==> src/rtl/emf_pkg.sv <==
package emf_pkg;
  typedef enum logic [1:0] {
    ST_IDLE  = 2'd0,
    ST_DEC   = 2'd1,
    ST_PULSE = 2'd2,
    ST_HOLD  = 2'd3
  } emf_state_e;

  typedef enum logic {
    SRC_SYNC  = 1'b0,
    SRC_ASYNC = 1'b1
  } emf_src_e;
endpackage

==> src/rtl/emf_strobe_sync.sv <==
module emf_strobe_sync #(
  parameter int STAGES = 2
) (
  input  logic clk,
  input  logic rst_n,
  input  logic strobe_i,
  output logic level_o,
  output logic rise_o
);
  logic [STAGES:0] chain;

  always_ff @(posedge clk or negedge rst_n) begin
    if (!rst_n) chain <= '0;
    else        chain <= {chain[STAGES-1:0], strobe_i};
  end

  // chain[STAGES-1] is the synchronized level, chain[STAGES] its delayed copy
  assign level_o = chain[STAGES-1];
  assign rise_o  = chain[STAGES-1] & ~chain[STAGES];
endmodule

==> src/rtl/emf_bank_decoder.sv <==
module emf_bank_decoder #(
  parameter int NBANK = 4,
  parameter int AW    = 32
) (
  input  logic [AW-1:0]       addr_i,
  input  logic [NBANK*AW-1:0] base_i,
  input  logic [NBANK*AW-1:0] mask_i,
  input  logic [NBANK-1:0]    valid_i,
  output logic                hit_o,
  output logic [NBANK-1:0]    sel_o
);
  logic [NBANK-1:0] match;

  for (genvar g = 0; g < NBANK; g++) begin : g_cmp
    logic [AW-1:0] m;
    assign m        = mask_i[g*AW +: AW];
    assign match[g] = valid_i[g] && ((addr_i & m) == (base_i[g*AW +: AW] & m));
  end

  // lowest-numbered matching bank wins
  always_comb begin
    logic found;
    found = 1'b0;
    sel_o = '0;
    for (int i = 0; i < NBANK; i++) begin
      if (match[i] && !found) begin
        sel_o[i] = 1'b1;
        found    = 1'b1;
      end
    end
  end

  assign hit_o = |match;
endmodule

==> src/rtl/emf_ctrl.sv <==
module emf_ctrl
  import emf_pkg::*;
#(
  parameter int NBANK = 4,
  parameter int AW    = 32
) (
  input  logic             clk,
  input  logic             rst_n,
  input  logic             sync_en_i,
  input  logic             async_en_i,
  input  logic             start_i,
  input  logic             a_rise_i,
  input  logic             a_level_i,
  input  logic [AW-1:0]    addr_i,
  input  logic             hit_i,
  input  logic [NBANK-1:0] sel_i,
  output logic [AW-1:0]    addr_q_o,
  output logic [NBANK-1:0] cs_o,
  output logic             ack_o
);
  emf_state_e state;
  emf_src_e   src;

  always_ff @(posedge clk or negedge rst_n) begin
    if (!rst_n) begin
      state    <= ST_IDLE;
      src      <= SRC_SYNC;
      addr_q_o <= '0;
      cs_o     <= '0;
      ack_o    <= 1'b0;
    end else begin
      unique case (state)
        ST_IDLE: begin
          if (sync_en_i && start_i) begin
            addr_q_o <= addr_i;
            src      <= SRC_SYNC;
            state    <= ST_DEC;
          end else if (async_en_i && a_rise_i) begin
            addr_q_o <= addr_i;
            src      <= SRC_ASYNC;
            state    <= ST_DEC;
          end
        end
        ST_DEC: begin
          if (hit_i) begin
            cs_o  <= sel_i;
            ack_o <= 1'b1;
            state <= (src == SRC_SYNC) ? ST_PULSE : ST_HOLD;
          end else begin
            state <= ST_IDLE;
          end
        end
        ST_PULSE: begin
          cs_o  <= '0;
          ack_o <= 1'b0;
          state <= ST_IDLE;
        end
        ST_HOLD: begin
          if (!a_level_i) begin
            cs_o  <= '0;
            ack_o <= 1'b0;
            state <= ST_IDLE;
          end
        end
        default: state <= ST_IDLE;
      endcase
    end
  end
endmodule

==> src/rtl/ext_master_frontend.sv <==
module ext_master_frontend #(
  parameter int NBANK      = 4,
  parameter int AW         = 32,
  parameter int SYNC_DEPTH = 2
) (
  input  logic                clk,
  input  logic                rst_n,
  input  logic                sync_en_i,
  input  logic                async_en_i,
  input  logic [NBANK*AW-1:0] bank_base_i,
  input  logic [NBANK*AW-1:0] bank_mask_i,
  input  logic [NBANK-1:0]    bank_valid_i,
  input  logic                start_i,
  input  logic                strobe_i,
  input  logic [AW-1:0]       addr_i,
  output logic [NBANK-1:0]    bank_cs_o,
  output logic                ack_o
);
  logic             a_level, a_rise, hit;
  logic [NBANK-1:0] sel;
  logic [AW-1:0]    addr_q;

  emf_strobe_sync #(.STAGES(SYNC_DEPTH)) u_sync (
    .clk      (clk),
    .rst_n    (rst_n),
    .strobe_i (strobe_i),
    .level_o  (a_level),
    .rise_o   (a_rise)
  );

  emf_bank_decoder #(.NBANK(NBANK), .AW(AW)) u_dec (
    .addr_i  (addr_q),
    .base_i  (bank_base_i),
    .mask_i  (bank_mask_i),
    .valid_i (bank_valid_i),
    .hit_o   (hit),
    .sel_o   (sel)
  );

  emf_ctrl #(.NBANK(NBANK), .AW(AW)) u_ctrl (
    .clk        (clk),
    .rst_n      (rst_n),
    .sync_en_i  (sync_en_i),
    .async_en_i (async_en_i),
    .start_i    (start_i),
    .a_rise_i   (a_rise),
    .a_level_i  (a_level),
    .addr_i     (addr_i),
    .hit_i      (hit),
    .sel_i      (sel),
    .addr_q_o   (addr_q),
    .cs_o       (bank_cs_o),
    .ack_o      (ack_o)
  );
endmodule

==> config.mk <==
export PLATFORM = sky130hd
export DESIGN_NAME = ext_master_frontend
export DESIGN_NICKNAME = d
export VERILOG_FILES = /design/src/rtl/emf_pkg.sv /design/src/rtl/emf_strobe_sync.sv /design/src/rtl/emf_bank_decoder.sv /design/src/rtl/emf_ctrl.sv /design/src/rtl/ext_master_frontend.sv
export SDC_FILE = /design/constraint.sdc
export NUM_CORES = 1
export LEC_CHECK = 0
export BUFFER_PORTS_ARGS = -buffer_cell sky130_fd_sc_hd__buf_2
export CORE_AREA = 2 2 116 118
export CTS_CLUSTER_DIAMETER = 150
export DETAILED_ROUTE_END_ITERATION = 8
export DIE_AREA = 0 0 118 120
export SLEW_MARGIN = 20
export SYNTH_ARGS = -nofsm -noshare
export SYNTH_HDL_FRONTEND = slang
export SYNTH_HIERARCHICAL = 1
export SYNTH_SLANG_ARGS = --single-unit
==> constraint.sdc <==
create_clock -name clk -period 2.71 [get_ports clk]
set_input_delay 0.1355 -clock clk [delete_from_list [all_inputs] [get_ports clk]]
set_output_delay 0.1355 -clock clk [all_outputs]
set_load 0.05 [all_outputs]
; ---- Word-level counts from Yosys, hierarchy flattened
; Index checks and enable logic that the tools add are counted.
[word_totals]
ff_bits = 43
latch_bits = 0
ramBits = 0
romBits = 0
output_inout_bits = 5
word_cells = 67
memories = 0
[op_classes]
addsub = 0
multipliers = 0
div = 0
order_cmp = 0
eq_ne = 10
n_shift = 0
n_mux = 22
n_bitwise = 10
n_reduce_logical = 19
[ops]
columns = operator, n
row1 = bitwise AND 32 bit, 8
row2 = equality test 32 bit, 4
row3 = 2-to-1 mux 32 bit, 2
row4 = one-hot mux 4 bit (3 select lines), 1
row5 = 2-to-1 mux 1 bit, 11
row6 = logical AND 1 bit, 9
row7 = 2-to-1 mux 2 bit, 4
row8 = 2-to-1 mux 4 bit, 2
row9 = one-hot mux 2 bit (4 select lines), 1
row10 = "equality test 2 bit, second input constant", 2
row11 = "!= test 2 bit, second input constant", 2
row12 = AND reduction 2 bit, 2
row13 = OR reduction 4 bit, 1
row14 = logical NOT 1 bit, 3
row15 = "!= test 3 x 1 -> 1 bit, second input constant", 1
row16 = one-hot mux 1 bit (3 select lines), 1
row17 = AND reduction 3 bit, 1
row18 = nonzero test 3 bit, 1
row19 = "equality test 2 x 1 -> 1 bit, second input constant", 1
row20 = logical NOT 2 bit, 1
row21 = nonzero test 2 bit, 1
row22 = bitwise AND 1 bit, 1
row23 = NOT 1 bit, 1

; ---- Logic depth before layout (Yosys ltp)
[logic_depth]
word_depth = 15
mapped_depth = 9

; ---- Hierarchy
; The synthesis kept the hierarchy.
[modules_own_cells]
columns = mod, instances, cells_each, area_each_um2
row1 = emf_bank_decoder, 1, 220, 1826.8
row2 = emf_ctrl, 1, 99, 1574.0
row3 = emf_strobe_sync, 1, 4, 88.8

; ---- Worst setup path before layout
; OpenSTA, ideal clock, no wires.
[synth_path]
path_type = reg-to-reg
startpoint = register u_ctrl.addr_q_o[11]
endpoint = register u_ctrl.cs_o[2]
setup_time_ps = 67
t_arrival_ps = 2305
required_ps = 2643
path_slack_ps = 338
stages_incl_launch_ff = 10
n_path_buf = 0
period_less_slack_ps = 2372
cell_sequence = dfrtp_1 > xor2_1 > a22o_1 > a221oi_2 > nand3_1 > or4_4 > nand4b_1 > nor2b_1 > a22o_1 > a22o_1
[synth_between]
word_cells_on_any_way = 24
cone_classes = 5 x eq/ne / 5 x mux / 4 x bitwise / 10 x reduce/logical
[synth_lines]
columns = element, line
row1 = start: declaration, emf_ctrl.sv:17  ; output logic [AW-1:0] addr_q_o,
row2 = start signal: assignment, emf_ctrl.sv:35  ; addr_q_o <= addr_i;
row3 = start signal: assignment, emf_ctrl.sv:39  ; addr_q_o <= addr_i;
row4 = bitwise AND 32 bit, emf_bank_decoder.sv:17  ; assign match[g] = valid_i[g] && ((addr_i & m) == (base_i[g*AW +: AW] & m));
row5 = equality test 32 bit, emf_bank_decoder.sv:17
row6 = logical AND 1 bit, emf_bank_decoder.sv:17
row7 = OR reduction 4 bit (*), emf_bank_decoder.sv:33  ; assign hit_o = |match;
row8 = named net hit, ext_master_frontend.sv:19  ; logic a_level, a_rise, hit;
row9 = != test 2 bit (no source line) (*), n/a
row10 = AND reduction 3 bit (no source line) (*), n/a
row11 = end signal: assignment, emf_ctrl.sv:46  ; cs_o <= sel_i;
row12 = end: declaration, emf_ctrl.sv:18  ; output logic [NBANK-1:0] cs_o,
; The timed path passes the listed nets; every way through them passes the cells marked *. The select of a mux whose other input is x is not followed.
; A chain may end at the register's enable or synchronous reset.

; ---- Worst setup path in the final report
[layout_path]
startpoint = register u_ctrl.addr_q_o[11]
endpoint = register u_ctrl.cs_o[1]
; Same word-level chain as after synthesis.

==> metrics <==
status finished clean; Worst Slack Setup Final 0.190 ns; Total GRT Usage 0.238; Synth Register Bits 43; CTS clock-pin slew for the worst setup and hold paths 0.06 ns; maxcap violations 0; Post-Syn Nets 621; Root Driver clkbuf_16; VDD IR-drop max 0.000232 V; Mean Syn Cell Area about 11 um^2; CTS sink cnt 43; Fin. Hold Viols 0; fmax 0.397 GHz; part of the power in registers 0.356; CP Data Required Time 2.94 ns; Crit-path slowest cell or4_4; final worst path period need approximately 2.5 ns; pwr dens ~490 nW/um^2; RSZ-0062 raised after global routing false; top cells by area, synth xor2_1, dfrtp_1, mux2_2; core area 13000 um^2; biggest area consumer among synthesized cells xor2_1; most frequent cells in the layout buf_2, xor2_1, dfrtp_1; Placer Congestion 1.02; CP bufs+invs 0; nets ~940; floorplan row count 42; final WL 17100 um; total grt overflow 0; first-pass GRT wire length between 20000 and 25000 um; Rel. slew slack 0.562; synthesis-to-finish area growth 55.8%; Die Wd between 100 and 150 um; pin slew with the least headroom to its limit 0.657 ns; Pint 1.69 mW; Starting Density 0.269; CP delay by family, top simple AND/OR/NAND/NOR gates; Finish-stage setup viols 0; final core utilization 0.419; clock share of power 0.230; final setup TNS 0 ns; combinational power share 0.414; synth warn 6; # diodes 0; I/O Buffers 302; post-route ant nets 0; via/cell ratio around 4.7; commonest non-fill, non-tap cell in the layout buf_2; vias in the first global route 4206; DRT iter0 DRCs 151; most frequent CP cell a22o_1; Die H 120 um; crit-path max FO 6; largest net degree at the start of global routing 25; count of different cell masters after synthesis 33; via count 3876; Final Cycle Share 0.930; register area share after synthesis 0.308; LEAKAGE about 2.8 nW; Cell Area, Synth approximately 3500 um^2; drt wl/cell 20.8 um; total power between 2 and 3 mW; Slew Viols, Final 0; sw frac 0.370; Clock Skew 0.00630 ns; Critical Path AT 2.75 ns; clk buf depth 2; setup bufs post-CTS 0; # IOs 303; CTS Buf Count 5; pre-CTS WS about 0.062 ns; Die ar. around 14000 um^2; crit path kind reg -> reg; reg-to-reg slack, setup 0.19 ns; Skew-Pair Late Insertion Delay 0.30 ns; synthesized instance count between 300 and 400; NetSw 991 uW; critical path cell sequence xor2_1 > a22o_1 > a221oi_2 > nand3_1 > or4_4 > nand4b_1 > nor2b_2 > a22o_1 > a22o_1; Detailed Routing Iterations Pass 1 4; Yosys top cell area share 0.321; hpwl dp 15100 um; fraction of layout cells with a size suffix above 1 0.561; TritonCTS clock tree built; startpoint types flip-flop; Hold WC Path Type in -> reg; antenna violations before repair 0; Max stage delay on crit path 0.54 ns; H-tree depth 2; DRC 0; Crit. End Element flip-flop
-- cell usage after synthesis (all sizes together) --
library cell and instances:
xor2 128, dfrtp 43, a22oi 35, mux2 32, a22o 19, a221oi 11
nand2 8, nand4 8, nand3 5, a222oi 4, buf 4, nor3 4
a21o 2, a21oi 2, a31oi 2, and3 2, and4 2, nor2 2
nor2b 2, and2 1, clkbuf 1, nand4b 1, nor4 1, nor4b 1
o21a 1, o21ai 1, or4 1
-- kinds of logic (layout without fill, tap and decap cells) --
family | after synthesis | after routing | share of synthesized area
AO/OA/AOI/OAI | 77 | 77 | 0.181
multiplexers | 32 | 32 | 0.103
flip-flops | 43 | 43 | 0.308
XOR/XNOR | 128 | 128 | 0.321
AND/OR/NAND/NOR | 38 | 38 | 0.0735
buffers and inverters | 5 | 324 | 0.0122
-- path summary, 6_finish.rpt --
kind | cells past startpoint | start | to
hold / removal | 2 | start_i | u_ctrl/src$_DFFE_PN0P_
max in group asynchronous | 3 | rst_n | u_ctrl/addr_q_o[18]$_DFFE_PN0P_
setup reg to reg | 9 | u_ctrl/addr_q_o[11]$_DFFE_PN0P_ | u_ctrl/cs_o[1]$_DFFE_PN0P_
setup / recovery | 9 | u_ctrl/addr_q_o[11]$_DFFE_PN0P_ | u_ctrl/cs_o[1]$_DFFE_PN0P_
hold reg to reg | 0 | u_sync/chain[0]$_DFF_PN0_ | u_sync/chain[1]$_DFF_PN0_
min in group asynchronous | 2 | rst_n | u_ctrl/addr_q_o[10]$_DFFE_PN0P_
-- power by group through the flow --
stage	logic, mW	clock network (mW)	registers, mW
2_1_floorplan	0.606	0	0.917
3_3_place_gp	1.10	0	0.959
6_report	1.11	0.616	0.953
5_1_grt	1.22	0.654	0.974
4_1_cts	1.11	0.638	0.958
3_5_place_dp	1.10	0	0.970
-- through the flow --
| stage | hold slack, ns | cell area, um^2 | cells |
|---|---|---|---|
| after floorplan | -0.160 | 3490 | 323 |
| after global placement | 0.207 | 5270 | 808 |
| after detailed placement | 0.200 | 5270 | 808 |
| after CTS | 0.0472 | 5430 | 818 |
| after global routing | 0.0567 | 5440 | 818 |
| final | 0.0495 | 5440 | 818 |
-- worst register-to-register path: cells and delay by family (launching register included) --
kind | cells | cell delay [ns]
and+or+nand+nor | 4 | 1.10
AOI/OAI and AO/OA | 4 | 0.70
DFF | 1 | 0.46
xor gates and xnor gates | 1 | 0.19
-- area by class of cell --
| type | instances | area, um^2 |
|---|---|---|
| Fill cell | 1340 | 7540 |
| Tap cell | 176 | 220 |
| Multi-Input combinational cell | 275 | 2380 |
| Clock buffer | 7 | 133 |
| Timing Repair Buffer | 316 | 1620 |
| Sequential cell | 43 | 1080 |
| Clock inverter | 1 | 5.00 |
-- routing by layer --
| metal | share of wire | GRT usage | vias to the layer above |
|---|---|---|---|
| met5 | 0 | 0 | - |
| met4 | 0.010 | 0.0497 | 0 |
| met3 | 0.053 | 0.0413 | 12 |
| met2 | 0.52 | 0.437 | 168 |
| met1 | 0.41 | 0.290 | 1848 |
| li1 | - | - | 1848 |
-- state kept, by name, indices dropped and copies added (netlist names) --
signal / cells
u_ctrl/addr_q_o: 32
u_ctrl/cs_o: 4
u_sync/chain: 3
u_ctrl/state: 2
u_ctrl/ack_o: 1
u_ctrl/src: 1
-- repair_timing --
action                                  4_1_cts  5_1_grt
gates resized for setup                       0        2
endpoints found under the hold margin        24        0
hold buffers                                  2        0
endpoints found under the setup margin        0        5
No activity file was read; power rests on OpenSTA's default activity.
